--- src/rtl/fwdunit_pkg.sv ---
// Shared types for the forwarding and interlock unit.
package fwdunit_pkg;

    // Operand source select codes; the datapath mux decodes these values.
    typedef enum logic [1:0] {
        SRC_REGFILE = 2'd0,
        SRC_EXM_ALU = 2'd1,
        SRC_WB_ALU  = 2'd2,
        SRC_WB_LOAD = 2'd3
    } opnd_src_e;

endpackage

--- src/rtl/operand_bypass_sel.sv ---
// Picks the source for one execute-stage ALU operand.
// Assumes a load in execute/memory has no data yet; the interlock keeps a
// dependent ALU use away from that slot, so such a match falls through.
module operand_bypass_sel
    import fwdunit_pkg::*;
#(
    parameter int REG_AW = 5
) (
    input  logic              clk,
    input  logic              rst_n,
    input  logic [REG_AW-1:0] src,
    input  logic [REG_AW-1:0] exm_rd,
    input  logic              exm_we,
    input  logic              exm_is_load,
    input  logic [REG_AW-1:0] wb_rd,
    input  logic              wb_we,
    input  logic              wb_is_load,
    output opnd_src_e         sel
);

    localparam logic [REG_AW-1:0] ZERO_REG = '0;

    logic exm_hit;
    logic wb_hit;

    // Match against each later stage, excluding register 0.
    always_comb begin
        exm_hit = exm_we && !exm_is_load && (exm_rd != ZERO_REG) && (exm_rd == src);
        wb_hit  = wb_we && (wb_rd != ZERO_REG) && (wb_rd == src);
    end

    // Newer stage wins; writeback picks ALU or load data.
    always_comb begin
        if (exm_hit)
            sel = SRC_EXM_ALU;
        else if (wb_hit)
            sel = wb_is_load ? SRC_WB_LOAD : SRC_WB_ALU;
        else
            sel = SRC_REGFILE;
    end

    AST_R0_NO_FWD: assert property (@(posedge clk) disable iff (!rst_n)
        (src == ZERO_REG) |-> (sel == SRC_REGFILE));
    AST_NO_LOAD_ADDR_FWD: assert property (@(posedge clk) disable iff (!rst_n)
        exm_is_load |-> (sel != SRC_EXM_ALU));
    AST_NO_WE_NO_FWD: assert property (@(posedge clk) disable iff (!rst_n)
        (!exm_we && !wb_we) |-> (sel == SRC_REGFILE));

endmodule

--- src/rtl/store_data_bypass.sv ---
// Memory-stage store-data bypass from the writeback stage.
// Assumes the writeback result bus carries load data or ALU result as needed.
module store_data_bypass #(
    parameter int REG_AW = 5
) (
    input  logic [REG_AW-1:0] mem_st_rs2,
    input  logic              mem_is_store,
    input  logic [REG_AW-1:0] wb_rd,
    input  logic              wb_we,
    output logic              st_sel
);

    localparam logic [REG_AW-1:0] ZERO_REG = '0;

    // Forward when the store's data register is being written back.
    always_comb begin
        st_sel = mem_is_store && wb_we && (wb_rd != ZERO_REG) && (wb_rd == mem_st_rs2);
    end

endmodule

--- src/rtl/load_use_interlock.sv ---
// Detects a load in execute whose result decode needs as an ALU operand.
// Store data is exempt: it is bypassed later in the memory stage.
// A registered guard limits the freeze to one cycle per load.
module load_use_interlock #(
    parameter int REG_AW = 5
) (
    input  logic              clk,
    input  logic              rst_n,
    input  logic [REG_AW-1:0] id_rs1,
    input  logic              id_rs1_used,
    input  logic [REG_AW-1:0] id_rs2,
    input  logic              id_rs2_used,
    input  logic              id_is_store,
    input  logic [REG_AW-1:0] ex_rd,
    input  logic              ex_we,
    input  logic              ex_is_load,
    output logic              stall
);

    localparam logic [REG_AW-1:0] ZERO_REG = '0;

    logic load_live;
    logic hazard;
    logic stall_q;

    // Raw load-use condition from decode sources against execute destination.
    always_comb begin
        load_live = ex_we && ex_is_load && (ex_rd != ZERO_REG);
        hazard    = load_live &&
                    ((id_rs1_used && (id_rs1 == ex_rd)) ||
                     (id_rs2_used && !id_is_store && (id_rs2 == ex_rd)));
        stall     = hazard && !stall_q;
    end

    // Remember a stall so the next cycle cannot stall again.
    always_ff @(posedge clk) begin
        if (!rst_n)
            stall_q <= 1'b0;
        else
            stall_q <= stall;
    end

    AST_STALL_NEEDS_LOAD: assert property (@(posedge clk) disable iff (!rst_n)
        stall |-> (ex_is_load && ex_we && (ex_rd != ZERO_REG)));
    AST_STORE_DATA_NO_STALL: assert property (@(posedge clk) disable iff (!rst_n)
        (id_is_store && !(id_rs1_used && (id_rs1 == ex_rd))) |-> !stall);

endmodule

--- src/rtl/fwd_interlock_unit.sv ---
// Forwarding and interlock control for a five-stage in-order pipeline.
// Drives ALU operand selects, memory-stage store-data select and the
// load-use freeze. Assumes write-then-read register file within a cycle.
module fwd_interlock_unit
    import fwdunit_pkg::*;
#(
    parameter int REG_AW = 5
) (
    input  logic              clk,
    input  logic              rst_n,
    input  logic [REG_AW-1:0] id_rs1,
    input  logic              id_rs1_used,
    input  logic [REG_AW-1:0] id_rs2,
    input  logic              id_rs2_used,
    input  logic              id_is_store,
    input  logic [REG_AW-1:0] ex_rs1,
    input  logic [REG_AW-1:0] ex_rs2,
    input  logic [REG_AW-1:0] ex_rd,
    input  logic              ex_we,
    input  logic              ex_is_load,
    input  logic [REG_AW-1:0] exm_rd,
    input  logic              exm_we,
    input  logic              exm_is_load,
    input  logic [REG_AW-1:0] mem_st_rs2,
    input  logic              mem_is_store,
    input  logic [REG_AW-1:0] wb_rd,
    input  logic              wb_we,
    input  logic              wb_is_load,
    output logic [1:0]        fwd_a_sel,
    output logic [1:0]        fwd_b_sel,
    output logic              st_data_sel,
    output logic              stall,
    output logic              idex_bubble
);

    localparam int NUM_OPND = 2;

    logic [REG_AW-1:0] ex_src  [NUM_OPND];
    opnd_src_e         src_sel [NUM_OPND];
    logic              freeze;

    assign ex_src[0] = ex_rs1;
    assign ex_src[1] = ex_rs2;

    // One bypass selector per ALU operand.
    for (genvar g = 0; g < NUM_OPND; g++) begin : g_opnd
        operand_bypass_sel #(.REG_AW(REG_AW)) u_sel (
            .clk         (clk),
            .rst_n       (rst_n),
            .src         (ex_src[g]),
            .exm_rd      (exm_rd),
            .exm_we      (exm_we),
            .exm_is_load (exm_is_load),
            .wb_rd       (wb_rd),
            .wb_we       (wb_we),
            .wb_is_load  (wb_is_load),
            .sel         (src_sel[g])
        );
    end

    store_data_bypass #(.REG_AW(REG_AW)) u_st (
        .mem_st_rs2   (mem_st_rs2),
        .mem_is_store (mem_is_store),
        .wb_rd        (wb_rd),
        .wb_we        (wb_we),
        .st_sel       (st_data_sel)
    );

    load_use_interlock #(.REG_AW(REG_AW)) u_lu (
        .clk         (clk),
        .rst_n       (rst_n),
        .id_rs1      (id_rs1),
        .id_rs1_used (id_rs1_used),
        .id_rs2      (id_rs2),
        .id_rs2_used (id_rs2_used),
        .id_is_store (id_is_store),
        .ex_rd       (ex_rd),
        .ex_we       (ex_we),
        .ex_is_load  (ex_is_load),
        .stall       (freeze)
    );

    // Present selects and the freeze on the ports.
    always_comb begin
        fwd_a_sel   = src_sel[0];
        fwd_b_sel   = src_sel[1];
        stall       = freeze;
        idex_bubble = freeze;
    end

    AST_SINGLE_BUBBLE: assert property (@(posedge clk) disable iff (!rst_n)
        idex_bubble |=> !idex_bubble);
    AST_ST_NEEDS_STORE: assert property (@(posedge clk) disable iff (!rst_n)
        st_data_sel |-> (mem_is_store && wb_we && (wb_rd != '0)));
    AST_WB_NEVER_STALLS: assert property (@(posedge clk) disable iff (!rst_n)
        !ex_we |-> !stall);

endmodule

--- config.mk ---
export PLATFORM = sky130hd
export DESIGN_NAME = fwd_interlock_unit
export DESIGN_NICKNAME = d
export VERILOG_FILES = /design/src/rtl/fwdunit_pkg.sv /design/src/rtl/operand_bypass_sel.sv /design/src/rtl/store_data_bypass.sv /design/src/rtl/load_use_interlock.sv /design/src/rtl/fwd_interlock_unit.sv
export SDC_FILE = /design/constraint.sdc
export NUM_CORES = 1
export LEC_CHECK = 0
export BUFFER_PORTS_ARGS = -buffer_cell sky130_fd_sc_hd__buf_2
export CAP_MARGIN = 20
export CORE_MARGIN = 3
export CORE_UTILIZATION = 35
export DETAILED_ROUTE_END_ITERATION = 10
export HOLD_SLACK_MARGIN = 0.08
export PLACE_DENSITY = 0.89
export SYNTH_ARGS = -nofsm -noshare
export SYNTH_HDL_FRONTEND = slang
export SYNTH_SLANG_ARGS = --single-unit
--- constraint.sdc ---
create_clock -name clk -period 2.4 [get_ports clk]
set_input_delay 0 -clock clk [delete_from_list [all_inputs] [get_ports clk]]
set_output_delay 0 -clock clk [all_outputs]
set_load 0.01 [all_outputs]
==> flow_metrics.py, run 1 <==
metrics = {
    "layout": {
        "top_register": "u_lu.stall_q",
        "fin_util_pct": 61.3,
        "antenna_cells": 0,
        "top_regs": "u_lu.stall_q x1",
        "area_growth_pct": 58.5,
        "largest_register_ffs": 1,
        "fin_nets": 178,
        "drive_above_1_share_pct": 47.6,
    },
    "global_route": {
        "gr-usage-met2_pct": 35.8,
        "busiest_layer": "met2",
        "met1_usage_pct": 14.0,
        "grt_pass1_wl_microns": 2390,
        "grt_use_total_pct": 15.1,
        "use_met3_pct": 0.407,
        "antenna_found_initial": 0,
        "grt_pass1_vias": 680,
        "grt_max_degree": 5,
        "overflow": 0,
    },
    "floorplan": {
        "rows": 13,
        "die-height_microns": 44.4,
        "start_util_pct": 38.6,
        "core_sq_um": 1330,
        "pin_count": 59,
        "die_x_microns": 44.4,
        "dieArea_sq_um": 1970,
    },
    "synthesis": {
        "avgSynthCellArea_sq_um": 7.69,
        "syn_nets": 119,
        "yosysUniqueCellTypes": 18,
        "yosysWarnings": 0,
        "synth_seq_cells": 1,
        "postSynthCellCount": 67,
        "synth_area_sq_um": 515,
        "yosysSeqAreaShare_pct": 3.88,
    },
    "clock_network": {
        "cts.reportedPaths.clkPinSlew_ps": 0,
        "cts_repair_resize_count": 0,
        "cts_setup_buffers": 0,
        "hold_buffers": 0,
        "clk_latency_ps": 0,
    },
    "detailed_routing": {
        "drcViolationCount": 0,
        "first_pass_iters": 1,
        "ant_nets": 0,
        "drtIter0Drc": 0,
        "vias": 679,
        "wire_per_inst_microns": 11.2,
        "wirelength_microns": 1550,
        "vias_per_cell": 4.88,
    },
    "critical_path": {
        "required_ps": 2400,
        "crit_path_max_fanout": 4,
        "start_kind": "primary input",
        "end_kind": "primary output",
        "criticalPathCategory": "in -> out",
        "cp.arrival_ps": 1250,
    },
    "timing": {
        "tightest_slew_ps": 386,
        "fin_crit_sh_pct": 52.0,
        "fin_skew_ps": 0,
        "period_needed_ps": 1250,
        "relSlewSlack_pct": 74.0,
        "finalSetupViolations": 0,
        "fmax_mhz": 801,
        "rsz0062_at_grt": "false",
        "hold_viol": 0,
        "setup_tns_ps": 0,
        "finalMaxSlewViolations": 0,
    },
    "placement": {
        "hpwlAfterDp_microns": 1490,
        "io_buffers": 58,
        "gp_congestion": 0.762,
    },
    "min_path": {
        "hold_path.class": "in -> reg",
    },
    "power_and_ir_drop": {
        "max-vdd-ir-drop_mv": 0.0924,
        "p_leak_nw": 0.412,
        "power.density_nw_per_um2": 174,
    },
    "run_status": {
        "status": "completed",
    },
    "run": {
        "max_cap_viol_count": 0,
    },
}
worst paths after layout:
kind | startpoint | end | slack [ps] | cells after the start
max | wb_rd[0] | fwd_b_sel[0] | 1150 | 6
min | rst_n | u_lu.stall_q | 270 | 2
min reg2reg | u_lu.stall_q | u_lu.stall_q | 540 | 3
max reg2reg | u_lu.stall_q | u_lu.stall_q | 1630 | 3
placed cells by master, fill, tap and decap left out, drive strengths merged:
| cell type | synthesis | routed |
|---|---|---|
| xor2 | 17 | 17 |
| nand4 | 1 | 1 |
| nor4 | 6 | 6 |
| nor2 | 2 | 2 |
| nor3b | 2 | 2 |
| buf | 1 | 58 |
| a21oi | 1 | 1 |
| o21ai | 2 | 2 |
| nand3 | 5 | 5 |
| or4 | 2 | 2 |
| nor3 | 2 | 2 |
| dfxtp | 1 | 1 |
| nor2b | 3 | 3 |
| xnor2 | 18 | 18 |
| nand2 | 1 | 1 |
| a32oi | 1 | 1 |
| a21o | 2 | 2 |
cell families after synthesis:
group,after synthesis,share of synthesized area [%]
XOR/XNOR,35,59.5
buffers and inverters,1,1.46
AO/OA/AOI/OAI,6,8.25
flip-flops,1,3.88
AND/OR/NAND/NOR,24,26.9
per-stage QoR:
stage	area (sq um)	worst slack, ps	power [mW]	std cells	hold WS, ps
after global routing	817	1110	0.156	139	282
after CTS	817	1150	0.144	139	277
final	817	1150	0.142	139	273
after global placement	817	1180	0.139	139	274
after floorplan	515	1440	0.0751	67	93.7
after detailed placement	817	1160	0.143	139	277
layer usage:
metal  up-vias  wire [microns]
li1        351               -
met1       287             537
met2        41             860
met3         0             153
met4         0               0
met5         -               0
synth_stat cells:
| cell type | number | share of area (%) |
|---|---|---|
| nand4_1 | 1 | 1.2 |
| xor2_1 | 17 | 29 |
| a21oi_1 | 1 | 0.97 |
| buf_4 | 1 | 1.5 |
| dfxtp_1 | 1 | 3.9 |
| o21ai_1 | 1 | 0.97 |
| a32oi_1 | 1 | 1.7 |
| or4_1 | 2 | 2.9 |
| nand2_1 | 1 | 0.73 |
| xnor2_1 | 18 | 31 |
| nor2b_1 | 3 | 3.6 |
| nor3_1 | 2 | 1.9 |
| a21o_1 | 2 | 2.9 |
| nor2_1 | 2 | 1.5 |
| nor3b_1 | 2 | 2.9 |
| nor4_1 | 6 | 7.3 |
| o21ai_2 | 1 | 1.7 |
| nand3_1 | 5 | 4.9 |
report_power, final:
part           internal, mW  total [mW]  switching, mW
registers            0.0170      0.0171      0.0000229
clock network             0           0              0
logic                0.0690       0.125         0.0560
cell type report:
cell class	count	area (sq um)
Fill cell	128	517
Multi-Input combinational cell	65	488
Timing Repair Buffer	58	290
Sequential cell	1	20.0
Tap cell	15	18.8
worst max-delay path: stages:
cell	delay, ps
buf_2	130
or4_1	540
o21ai_2	170
nor4_1	100
a21o_1	180
buf_2	130
(Power assumes the default switching activity.)
==> run 2: changes to the inputs <==
- ABC_AREA: not set -> 1
- CORE_UTILIZATION: 35 -> 38
- PLACE_DENSITY: 0.89 -> 0.86
- clock period: 2.4 -> 1.2 ns (I/O delays scaled with it)
==> run 2 against run 1 <==
Flip-flop and latch count unchanged. Final area is 22% higher. First-iteration DRC count is 11 higher. Largest cell class unchanged. Largest power group unchanged. Highest routed layer is now met4.
==> flow_metrics.py, run 2 <==
metrics = {
    "power_and_ir_drop": {
        "total_power_mw": 0.339,
        "max-vdd-ir-drop_mv": 0.246,
        "power.density_nw_per_um2": 340,
        "p_leak_nw": 0.608,
    },
    "floorplan": {
        "die_x_microns": 48.5,
        "die-height_microns": 48.5,
        "core_sq_um": 1590,
        "start_util_pct": 43.0,
        "dieArea_sq_um": 2350,
        "rows": 14,
        "pin_count": 59,
    },
    "synthesis": {
        "yosysUniqueCellTypes": 15,
        "synthTopCellsByArea": "nand2_1 22%, xnor2_1 22%, nor2_1 11%",
        "synth.most_common_cell": "nand2_1",
        "async_flop_share_pct": 0,
        "synth_area_sq_um": 686,
        "synth_seq_cells": 1,
        "avgSynthCellArea_sq_um": 5.27,
        "postSynthCellCount": 130,
        "yosysWarnings": 0,
        "yosysTopAreaCell": "nand2_1",
        "synth_edf_count": 0,
        "yosys-top-cells-count": "40 x nand2_1, 21 x nor2_1, 17 x inv_1, 17 x xnor2_1, 8 x xor2_1",
        "ys.flop_type": "dfxtp_1",
        "post-synth-top-area-fraction_pct": 21.9,
        "yosysSeqAreaShare_pct": 2.92,
        "syn_nets": 182,
    },
    "critical_path": {
        "rr_endpoint": "u_lu.stall_q",
        "cp.arrival_ps": 840,
        "endpoint": "fwd_a_sel[1]",
        "rrSetupSlack_ps": 540,
        "crit_path_top_delay_cell": "xnor2_1",
        "start_kind": "primary input",
        "worst_path_most_repeated_cell": "buf_2",
        "critical_path_buf_inv_count": 2,
        "crit_path_max_fanout": 4,
        "r2r_cells": 5,
        "startpoint": "wb_rd[1]",
        "path_depth": 7,
        "worstPathCellList": "buf_2, xnor2_1, nand3_2, nor2_2, nand2_1, nor2_1, buf_2",
        "critPathMaxStageDelay_ps": 190,
        "rr_startpoint": "u_lu.stall_q",
        "criticalPathCategory": "in -> out",
        "required_ps": 1200,
        "end_kind": "primary output",
        "crit_family": "simple AND/OR/NAND/NOR gates",
    },
    "timing": {
        "fin_skew_ps": 0,
        "hold_viol": 0,
        "finalMaxSlewViolations": 0,
        "tightest_slew_ps": 190,
        "setup_tns_ps": 0,
        "fin_crit_sh_pct": 70.1,
        "period_needed_ps": 841,
        "relSlewSlack_pct": 87.3,
        "fmax_mhz": 1190,
        "rsz0062_at_grt": "false",
        "fin_ws_ps": 359,
        "finalSetupViolations": 0,
        "fin_hold_ws_ps": 219,
    },
    "detailed_routing": {
        "first_pass_iters": 4,
        "ant_nets": 0,
        "wirelength_microns": 1990,
        "wire_per_inst_microns": 9.45,
        "drtIter0Drc": 11,
        "vias_per_cell": 4.41,
        "vias": 930,
        "drcViolationCount": 0,
    },
    "placement": {
        "dp_cells": 211,
        "hpwlAfterDp_microns": 1910,
        "io_buffers": 58,
        "gp_congestion": 0.837,
        "post_dp_cell_area_sq_um": 998,
        "place_ws_ps": 343,
    },
    "global_route": {
        "grt_max_degree": 6,
        "overflow": 0,
        "grt_pass1_vias": 813,
        "antenna_found_initial": 0,
        "grt_use_total_pct": 15.4,
        "grt_pass1_wl_microns": 3090,
    },
    "clock_network": {
        "cts.reportedPaths.clkPinSlew_ps": 0,
        "hold_buffers": 0,
        "cts_setup_buffers": 0,
        "clk_latency_ps": 0,
        "cts_repair_resize_count": 0,
    },
    "layout": {
        "area_growth_pct": 45.6,
        "stdcell_area_sq_um": 998,
        "final_cell_count_no_fill": 211,
        "top_register": "u_lu.stall_q",
        "final_common_cell": "buf_2",
        "fin_nets": 241,
        "drive_above_1_share_pct": 38.0,
        "largest_register_ffs": 1,
        "top_regs": "u_lu.stall_q x1",
        "fin_util_pct": 62.6,
        "fill_cells": 161,
        "layout_common_cells": "58 x buf_2, 40 x nand2_1, 21 x nor2_1",
        "antenna_cells": 0,
    },
    "min_path": {
        "hold_path.class": "in -> reg",
        "hp-start": "rst_n",
    },
    "run": {
        "max_cap_viol_count": 0,
    },
    "run_status": {
        "status": "completed",
    },
}
run 2: final cells by class:
class | count | area, sq um | share of cell area [%]
Timing Repair Buffer | 58 | 290 | 29.1
Sequential cell | 1 | 20.0 | 2.01
Inverter | 21 | 78.8 | 7.89
Tap cell | 24 | 30.0 | 3.01
Multi-Input combinational cell | 107 | 579 | 58.0
run 2: worst min-delay path by stage:
stage	end	slack, ps	cells past startpoint
6_report	u_lu.stall_q	220	3
5_1_grt	u_lu.stall_q	250	3
2_1_floorplan	u_lu.stall_q	110	2
3_3_place_gp	u_lu.stall_q	220	3
4_1_cts	u_lu.stall_q	220	3
3_5_place_dp	u_lu.stall_q	220	3
run 2: kinds of logic (layout without fill, tap and decap cells):
family,after synthesis,count (layout),share of synthesized area (%)
xor+xnor,25,25,31.9
simple gates,82,82,52.6
buf+inv,22,79,12.6
flops,1,1,2.92
run 2: where the power goes:
group / leakage, nW / total (mW) / switching (mW) / internal, mW
sequential: 0.00806 / 0.0342 / 0.0000457 / 0.0341
clock: 0 / 0 / 0 / 0
combinational: 0.600 / 0.305 / 0.156 / 0.149
total: 0.608 / 0.339 / 0.156 / 0.183
run 2: tightest hold or removal path: cells and delay by family:
kind / cells / cell delay (ps)
buffers and inverters: 2 / 100
AND/OR/NAND/NOR: 1 / 80
run 2: metal layers:
metal	vias up	part of all wire [%]	track usage, %
li1	502	-	-
met1	400	39	18.0
met2	26	56	31.4
met3	2	4.4	0.307
met4	0	0.95	2.37
met5	-	0	0
==> run 3: changes to the inputs <==
- clock period: 1.2 -> 0.8 ns (I/O delays scaled with it)
==> run 3 against run 2 <==
The flow now finishes with violations (setup timing). Final cell count is 0.95% higher. Critical path depth did not move. Die area is the same. Via count rose by 15%.
==> flow_metrics.py, run 3 (synthesis results as in run 2) <==
metrics = {
    "detailed_routing": {
        "drtIter0Drc": 15,
        "vias": 1073,
        "wire_per_inst_microns": 14.2,
        "drcViolationCount": 0,
        "ant_nets": 0,
        "wirelength_microns": 3030,
        "first_pass_iters": 4,
        "vias_per_cell": 5.04,
    },
    "timing": {
        "relSlewSlack_pct": 86.3,
        "rsz0062_at_grt": "true",
        "period_needed_ps": 865,
        "fin_skew_ps": 0,
        "hold_viol": 0,
        "tightest_slew_ps": 204,
        "finalMaxSlewViolations": 0,
        "fmax_mhz": 1160,
        "fin_crit_sh_pct": 108,
        "fin_ws_ps": -64.6,
        "finalSetupViolations": 4,
    },
    "global_route": {
        "overflow": 0,
        "grt_pass1_wl_microns": 3480,
        "grt_max_degree": 6,
        "antenna_found_initial": 0,
        "grt_pass1_vias": 876,
        "grt_use_total_pct": 17.5,
    },
    "placement": {
        "gp_congestion": 0.860,
        "io_buffers": 58,
        "place_ws_ps": -20.6,
        "dp_cells": 212,
        "hpwlAfterDp_microns": 1970,
    },
    "critical_path": {
        "cp.arrival_ps": 860,
        "end_kind": "primary output",
        "start_kind": "primary input",
        "rr_endpoint": "u_lu.stall_q",
        "criticalPathCategory": "in -> out",
        "rr_startpoint": "u_lu.stall_q",
        "rrSetupSlack_ps": 150,
        "crit_path_max_fanout": 4,
        "startpoint": "wb_rd[0]",
        "r2r_cells": 5,
        "required_ps": 800,
    },
    "power_and_ir_drop": {
        "p_leak_nw": 0.740,
        "swShare_pct": 44.5,
        "max-vdd-ir-drop_mv": 0.394,
        "p_sw_mw": 0.322,
        "p_clk_share_pct": 0,
        "p_int_mw": 0.402,
        "combPwrFrac_pct": 92.9,
        "total_power_mw": 0.723,
        "seqPwrFrac_pct": 7.1,
        "power.density_nw_per_um2": 556,
    },
    "layout": {
        "top_regs": "u_lu.stall_q x1",
        "layout_common_cells": "40 x buf_2, 36 x nand2_1, 19 x nor2_1",
        "final_cell_count_no_fill": 213,
        "antenna_cells": 0,
        "final_common_cell": "buf_2",
        "top_register": "u_lu.stall_q",
        "fin_nets": 243,
        "largest_register_ffs": 1,
        "fin_util_pct": 81.6,
        "drive_above_1_share_pct": 51.9,
        "area_growth_pct": 89.6,
    },
    "floorplan": {
        "die-height_microns": 48.5,
        "start_util_pct": 43.0,
        "pin_count": 59,
        "core_sq_um": 1590,
        "rows": 14,
        "die_x_microns": 48.5,
        "dieArea_sq_um": 2350,
    },
    "run": {
        "max_cap_viol_count": 0,
    },
    "min_path": {
        "hold_end": "u_lu.stall_q",
        "hp-start": "rst_n",
        "hold_path.class": "in -> reg",
        "holdPathStages": 3,
    },
    "run_status": {
        "violations": "setup timing",
        "status": "finished with violations",
    },
    "clock_network": {
        "hold_buffers": 0,
        "clk_latency_ps": 0,
        "cts.reportedPaths.clkPinSlew_ps": 0,
    },
}
==> run 3: critical path, cell delays in order <==
cell and delay [ps]:
buf_12 110, xnor2_2 200, nand3_2 100, nor2_2 140
nand3_1 100, nand2_1 90, buf_2 130
==> run 3: area by class of cell <==
class	count	area, sq um
flip-flops and latches	1	20.0
multi-input cells	107	739
inverters	21	78.8
repair buffers	60	432
well taps	24	30.0
fillers	108	294
==> run 3: how the worst max path moves through the flow <==
stage	endpoint	slack, ps	cells past startpoint
floorplan	stall	70	6
global placement	fwd_b_sel[1]	0.07	7
detailed placement	fwd_b_sel[0]	-20	8
CTS	fwd_a_sel[1]	-10	7
global route	fwd_b_sel[1]	-110	7
finish	fwd_a_sel[0]	-60	7
==> run 3: per-stage QoR <==
stage               TNS (ps)  instance area [sq um]  hold slack [ps]
finish                  -195                   1300              221
floorplan                  0                    686              112
global route            -472                   1300              259
global placement           0                   1010              216
detailed placement     -62.8                   1010              222
CTS                    -24.4                   1040              223
==> run 3: power by group through the flow <==
stage	combinational [mW]	clock [mW]	sequential, mW
floorplan	0.241	0	0.0513
global placement	0.451	0	0.0513
detailed placement	0.467	0	0.0513
CTS	0.489	0	0.0513
global route	0.719	0	0.0513
finish	0.672	0	0.0513
==> run 3: what timing repair did <==
action	CTS	global route
pin swaps	2	32
gates cloned	0	0
buffers inserted	0	1
endpoints found under the setup margin	4	8
gates resized for setup	7	64
==> run 3: layer usage <==
layer  GRT usage [%]  vias up  routed length [microns]
met5               0        -                        0
met4            3.32        0                      163
met3            2.45       18                      148
met2            34.6       50                     1700
met1            19.6      495                     1020
li1                -      510                        -
